[src/rtl/blk_xfer_seq.sv]
module blk_xfer_seq #(
  parameter int W      = 32,
  parameter int SP_REG = 13,
  parameter int LR_REG = 14
)(
  input  logic         clk,
  input  logic         rst,
  input  logic         start,
  input  logic [15:0]  opcode,
  input  logic [W-1:0] base_in,
  output logic         busy,
  output logic         done,
  output logic [3:0]   rf_rd_idx,
  input  logic [W-1:0] rf_rd_data,
  output logic         rf_we,
  output logic [3:0]   rf_wr_idx,
  output logic [W-1:0] rf_wr_data,
  output logic         mem_req,
  output logic         mem_we,
  output logic [W-1:0] mem_addr,
  output logic [W-1:0] mem_wdata,
  input  logic         mem_ready,
  input  logic [W-1:0] mem_rdata,
  output logic         pc_redirect,
  output logic [W-1:0] pc_target
);
  localparam int LW   = 8;
  localparam int LIW  = $clog2(LW);
  localparam int STEP = W / 8;

  typedef enum logic [1:0] {S_IDLE, S_XFER, S_DONE} st_t;

  st_t            state;
  logic [LW-1:0]  rem, list0;
  logic           ext_pend, op_push, op_load, op_stack, empty_f;
  logic [2:0]     base_idx;
  logic [W-1:0]   addr;
  logic [LIW-1:0] lo_idx, hi_idx;

  wire is_stack = opcode[15:12] == 4'hB && opcode[10:9] == 2'b10;
  wire is_blk   = opcode[15:12] == 4'hC;
  wire accept   = start && state == S_IDLE && (is_stack || is_blk);
  wire no_xfer  = opcode[7:0] == '0 && !(is_stack && opcode[8]);

  always_comb begin
    lo_idx = '0;
    hi_idx = '0;
    for (int i = LW - 1; i >= 0; i--)
      if (rem[i]) lo_idx = LIW'(i);
    for (int i = 0; i < LW; i++)
      if (rem[i]) hi_idx = LIW'(i);
  end

  wire            cur_ext  = op_push ? ext_pend : (rem == '0 && ext_pend);
  wire [LIW-1:0]  cur_gpr  = op_push ? hi_idx : lo_idx;
  wire [LW-1:0]   rem_next = cur_ext ? rem : rem & ~(LW'(1) << cur_gpr);
  wire            ext_next = cur_ext ? 1'b0 : ext_pend;
  wire            last     = rem_next == '0 && !ext_next;
  wire            hs       = state == S_XFER && mem_ready;
  wire [W-1:0]    wb_addr  = op_push ? addr + W'(STEP) : addr;
  wire            wb_keep  = op_load && !op_stack && list0[base_idx];
  wire            wb_en    = state == S_DONE && !empty_f && !wb_keep;
  wire            ld_en    = hs && op_load && !cur_ext;

  assign busy      = state != S_IDLE;
  assign done      = state == S_DONE;
  assign mem_req   = state == S_XFER;
  assign mem_we    = !op_load;
  assign mem_addr  = addr;
  assign mem_wdata = rf_rd_data;
  assign rf_rd_idx = cur_ext ? 4'(LR_REG) : 4'(cur_gpr);

  assign rf_we      = ld_en || wb_en;
  assign rf_wr_idx  = ld_en ? 4'(cur_gpr) : (op_stack ? 4'(SP_REG) : 4'(base_idx));
  assign rf_wr_data = ld_en ? mem_rdata : wb_addr;

  always_ff @(posedge clk) begin
    if (rst) begin
      state       <= S_IDLE;
      rem         <= '0;
      list0       <= '0;
      ext_pend    <= 1'b0;
      op_push     <= 1'b0;
      op_load     <= 1'b0;
      op_stack    <= 1'b0;
      empty_f     <= 1'b0;
      base_idx    <= '0;
      addr        <= '0;
      pc_redirect <= 1'b0;
      pc_target   <= '0;
    end else begin
      case (state)
        S_IDLE: if (accept) begin
          op_stack <= is_stack;
          op_load  <= opcode[11];
          op_push  <= is_stack && !opcode[11];
          base_idx <= opcode[10:8];
          rem      <= opcode[7:0];
          list0    <= opcode[7:0];
          ext_pend <= is_stack && opcode[8];
          empty_f  <= no_xfer;
          addr     <= (is_stack && !opcode[11]) ? base_in - W'(STEP) : base_in;
          state    <= no_xfer ? S_DONE : S_XFER;
        end
        S_XFER: if (hs) begin
          rem      <= rem_next;
          ext_pend <= ext_next;
          addr     <= op_push ? addr - W'(STEP) : addr + W'(STEP);
          if (op_load && cur_ext) begin
            pc_redirect <= 1'b1;
            pc_target   <= mem_rdata & ~W'(1);
          end
          if (last) state <= S_DONE;
        end
        default: begin
          state       <= S_IDLE;
          pc_redirect <= 1'b0;
        end
      endcase
    end
  end
endmodule

[config.mk]
export PLATFORM = sky130hd
export DESIGN_NAME = blk_xfer_seq
export DESIGN_NICKNAME = d
export VERILOG_FILES = /design/src/rtl/blk_xfer_seq.sv
export SDC_FILE = /design/constraint.sdc
export NUM_CORES = 1
export LEC_CHECK = 0
export BUFFER_PORTS_ARGS = -buffer_cell sky130_fd_sc_hd__buf_2
export CAP_MARGIN = 10
export CORE_ASPECT_RATIO = 0.5
export CORE_MARGIN = 3
export CORE_UTILIZATION = 45
export DETAILED_ROUTE_END_ITERATION = 8
export PLACE_DENSITY_LB_ADDON = 0.08
export SLEW_MARGIN = 20
export SYNTH_ARGS = -nofsm -noshare
export SYNTH_HDL_FRONTEND = slang
export SYNTH_SLANG_ARGS = --single-unit
[constraint.sdc]
create_clock -name clk -period 3.3 [get_ports clk]
set_input_delay 0.165 -clock clk [delete_from_list [all_inputs] [get_ports clk]]
set_output_delay 0.165 -clock clk [all_outputs]
set_load 0.02 [all_outputs]
* Word level (Yosys, flattened, before mapping)
Cells that the tools add are included.
Cells by class: add/subtract/negate cells 3, equal/unequal tests 9, mux-type cells 45, reductions and logical operators 37, shift-type cells 1, order comparisons 1, bitwise gates (word level) 3
Operator list (count):
- 32-bit 2-to-1 mux | 6
- 32-bit case mux with 2 select lines | 1
- 32-bit by 3-bit subtractor with 32-bit output, second input constant | 2
- 3-bit 2-to-1 mux | 15
- 32-bit by 3-bit adder with 32-bit output, second input constant | 1
- 8-bit logical NOT | 3
- 8-bit 2-to-1 mux | 3
- 1-bit logical AND | 16
- 8-bit case mux with 2 select lines | 1
- 4-bit 2-to-1 mux | 3
- 3-bit AND reduction | 4
- 8-bit bitwise AND | 1
- 4-bit equality test, second input constant | 2
- 1-bit logical NOT | 8
- 1-bit 2-to-1 mux | 8
- 2-bit 2-to-1 mux | 4
- 8-bit inverter | 1
- 1-bit by 3-bit left shift with 8-bit output, first input constant | 1
- 2-bit by 1-bit != test with 1-bit output, second input constant | 3
- 2-bit equality test, second input constant | 2
- 3-bit by 4-bit < comparator with 1-bit output, second input constant | 1
- 1-bit case mux with 2 select lines | 2
- 2-bit case mux with 2 select lines | 1
- 2-bit nonzero test | 2
- 7 further kinds | 8
Word-level totals: input bits 116, register bits after elaboration 90

* Depth between registers and ports, before layout
depth in word-level cells 18, gate-level depth with buffers 10

* Worst setup path after synthesis
Ideal clock, no wire load.
path kind reg-to-output, from reg addr[12], in the netlist mem_addr[12], to out rf_wr_data[31], path slack 0.581 ns, arrival 2.554 ns, stages on the path, launching flop included 11, path through dfxtp_1 clkbuf_1 and4_1 clkbuf_1 nand4_1 nor2_1 nand2_1 nor2_1 nand2_1 xor2_1 o21ai_0
Between the ends: cells in the longest elaborated chain, start to end 3
RTL lines:
- start: declaration | RTL line 37 | logic [W-1:0] addr;
- start signal: assignment | RTL line 102 | addr <= (is_stack && !opcode[11]) ? base_in - W'(STEP) : base_in;
- start signal: assignment | RTL line 108 | addr <= op_push ? addr - W'(STEP) : addr + W'(STEP);
- 32-bit by 3-bit adder with 32-bit output | RTL line 60 | wire [W-1:0] wb_addr = op_push ? addr + W'(STEP) : addr;
- 32-bit 2-to-1 mux | RTL line 60
- 32-bit 2-to-1 mux | RTL line 75 | assign rf_wr_data = ld_en ? mem_rdata : wb_addr;
- end: declaration | RTL line 17 | output logic [W-1:0] rf_wr_data,
Every way passes these cells.

* Worst setup path in the final report
from reg addr[10], in the netlist mem_addr[10], to out rf_wr_data[31]
The elaborated chain is that of the path after synthesis.

==> flow_summary_export.csv <==
group,metric,value,unit
status,status,"complete, no violations",
clock_tree,cts_made_buffers,9,
critical_path,start_kind,"flip-flop",
clock_tree,clockRootBuffer,"clkbuf_16",
flow_run,cap_violations,0,
route,drtAntennaViolNets,0,
clock_tree,path_clk_slew,70,ps
die,die_h,90.8,µm
critical_path,worst_setup_path_end_kind,"output port",
power,seqPwrFrac,0.456,
finish,antennaDiodeCount,0,
die,rows,30,
timing,fin_ws,324,ps
placed_design,hpwl,17.1,mm
synth,ys_seq_area_frac,0.278,
global_routing,overflow,0,
synth,synth_edf_count,0,
critical_path,path_buf_inv,1,
critical_path,worst-path-stages,9,
power,clkPwrFrac,0.395,
timing,report.final.slew_viol_count,0,
synth,ys_async_sr_fraction,0,
power,pwr-share-comb,0.148,
critical_path,cp_data_arrival_time,2810,ps
power,p_per_area,329,nW/µm²
route,avgRoutedWirePerCell,17.7,µm
synth,post_synth.cell_area_avg,6.78,µm²
clock_tree,hold_buffers,0,
critical_path,crit_path_frequent_cell,"nand2_1",
placed_design,port_buffers,192,
clock_tree,cts.sinks,90,
synth,synth_cell_type_count,69,
clock_tree,cts_buffer_depth,2,
route,avgViaCountPerCell,5.74,
die,core_area,13800,µm²
finish,drive_gt1_frac,0.231,
clock_tree,post_cts_resized,0,
critical_path,crit_fanout,13,
synth,synth_xor_area_frac,0.0744,
die,start_util,0.468,
timing,setup_viol,0,
power,p_leak,0.00301,µW
route,finalWirelength,22.5,mm
timing,fin_crit,2980,ps
power,p_sw_frac,0.297,
synth,yosys_warnings,0,
placed_design,pre_cts_ws,586,ps
clock_tree,cts_tree,"yes",
die,io_pins,258,
synth,syn_inst,954,
critical_path,critPathRequiredTime,3130,ps
clock_tree,insertion_delay,350,ps
global_routing,grt_pass1_wl,35.0,mm
clock_tree,post_cts_buffers,0,
critical_path,crit_family,"simple AND/OR/NAND/NOR gates",
synth,synth_compound_area_frac,0.221,
finish,finalCoreUtilization,0.551,
timing,hold_viol_final,0,
global_routing,track_usage,0.272,
global_routing,grt_pass1_vias,6494,
critical_path,critPathMaxStageDelay,590,ps
placed_design,gp_congestion,0.972,
clock_tree,cts_max_level,3,
timing,max_slew_margin,0.342,
power,vdd_drop_max,0.193,mV
route,drt_first_pass_iters,5,
route,drc,0,
synth,syn-cell-area,6470,µm²
synth,synth_fa_ha_area_frac,0.00967,
finish,syn2layout_area_growth,17.5,%
finish,final_common_cell,"nand2_1",
die,die_area,15900,µm²
timing,worst_slew_pin_slew,987,ps
global_routing,grt_max_degree,61,
worst_hold_path,hold_class,"in -> reg",
synth,syn_nets,1075,
die,die_x,176,µm
synth,synth_top_family_by_area,"simple AND/OR/NAND/NOR gates",
global_routing,antenna_found_initial,2,
finish,fin_nets,1196,
finish,layout_common_cells,"204 x nand2_1, 192 x buf_2, 98 x a21oi_1, 90 x dfxtp_1, 73 x o21ai_0",
power,p_int,1760,µW
power,p_sw,744,µW
critical_path,crit_chain,"and4_1, nand4_1, nor2_2, nand2_1, nor2_1, nand2_1, xor2_1, o21ai_0, buf_2",
synth,ys.flop_type,"dfxtp_1",
critical_path,worst-r2r-cell-count,9,
worst_hold_path,hold_path_depth,3,
timing,rsz0062_at_grt,"no",
timing,fin_crit_sh,0.902,
timing,final.setup.tns,0,ps
timing,fin_worst_skew,14.8,ps
route,drt_iter0_markers,647,
synth,synthMuxAreaShare,0.0151,
synth,synth.ff_latch_count,90,
route,num_vias,7303,
synth,synth_simple_gate_area_share,0.310,
critical_path,path_class,"reg -> out",
critical_path,critPathSlowestCell,"dfxtp_1",
timing,fmax,336,MHz
[cell usage after synthesis, types with 4 or more instances]
| cell type | number | area share |
|---|---|---|
| a21oi_1 | 98 | 0.076 |
| or4_1 | 6 | 0.0070 |
| and4_1 | 5 | 0.0068 |
| nand3_1 | 27 | 0.021 |
| o22ai_1 | 5 | 0.0048 |
| and3_1 | 4 | 0.0039 |
| nand4_1 | 14 | 0.014 |
| clkbuf_1 | 63 | 0.037 |
| xor2_1 | 33 | 0.045 |
| xnor2_1 | 22 | 0.030 |
| or3_1 | 8 | 0.0077 |
| nor3b_1 | 4 | 0.0046 |
| buf_4 | 35 | 0.041 |
| nand2b_1 | 4 | 0.0039 |
| a31oi_1 | 14 | 0.014 |
| or2_2 | 5 | 0.0048 |
| nor2_1 | 71 | 0.041 |
| and2_1 | 8 | 0.0077 |
| nand2_1 | 204 | 0.12 |
| a22oi_1 | 7 | 0.0081 |
| dfxtp_1 | 90 | 0.28 |
| nor4_1 | 18 | 0.017 |
| inv_1 | 15 | 0.0087 |
| o21a_1 | 5 | 0.0058 |
| ha_1 | 5 | 0.0097 |
| a211oi_1 | 10 | 0.012 |
| o21ai_0 | 73 | 0.056 |
| nor3_1 | 38 | 0.029 |
[flip-flops by register name, indices dropped and copies added (netlist names)]
register / count
op_load: 1
mem_addr: 32
rem: 8
base_idx: 3
op_push: 1
pc_target: 31
empty_f: 1
op_stack: 1
state: 2
pc_redirect: 1
ext_pend: 1
list0: 8
[kinds of logic (layout without fill, tap and decap cells)]
logic type / count (synthesis) / count (layout)
adder cells (fa/ha/maj): 5 / 5
multiplexers: 7 / 7
XOR/XNOR: 55 / 55
flip-flops: 90 / 90
AND/OR/NAND/NOR: 432 / 432
AO/OA/AOI/OAI: 244 / 244
other: 1 / 1
buffers and inverters: 120 / 246
[worst register-to-register path: stages (launching register included)]
cell,delay [ps]
dfxtp_1,490
nor2b_1,80
o21ai_0,250
o221ai_1,410
buf_4,300
o31a_1,230
o22a_1,190
nor4b_2,380
nand2_1,120
a32o_1,270
[metrics by stage]
step                instance area (µm²)  hold WS, ps  total power (µW)  instances
floorplan                          6470          301              1430        954
global placement                   7320          330              1530       1256
detailed placement                 7320          330              1530       1256
CTS                                7600         57.4              2500       1272
global route                       7600         52.9              2600       1272
finish                             7600         54.3              2500       1272
[layer usage]
metal / up-vias / share of wire / GRT usage
met5: - / 0.00080 / 0
met4: 4 / 0.019 / 0.0764
met3: 47 / 0.099 / 0.0676
met2: 347 / 0.43 / 0.412
met1: 3364 / 0.45 / 0.382
li1: 3541 / - / -
[area by class of cell]
cell class              count  area, µm²
clock inverters             5       38.8
flip-flops and latches     90       1800
repair buffers            212       1120
well taps                 192        240
fillers                  1414       6210
clock buffers              11        233
inverters                  18       67.6
multi-input cells         744       4100
[path summary, 6_finish.rpt]
path | start | to | slack, ps
worst max-delay path | mem_addr[10] | rf_wr_data[31] | 320
worst min register to register | pc_target[22] | pc_target[22] | 450
worst min-delay path | base_in[1] | mem_addr[1] | 50
worst max register to register | rem[2] | state[0] | 470
[power groups by stage]
stage | Clock, µW | Combinational, µW | Sequential (µW)
after detailed placement | 0 | 365 | 1160
after global placement | 0 | 362 | 1160
after global routing | 1050 | 406 | 1140
final | 989 | 371 | 1140
after CTS | 996 | 366 | 1140
after floorplan | 0 | 269 | 1160
Note: power is estimated with default switching activity, not from simulation.
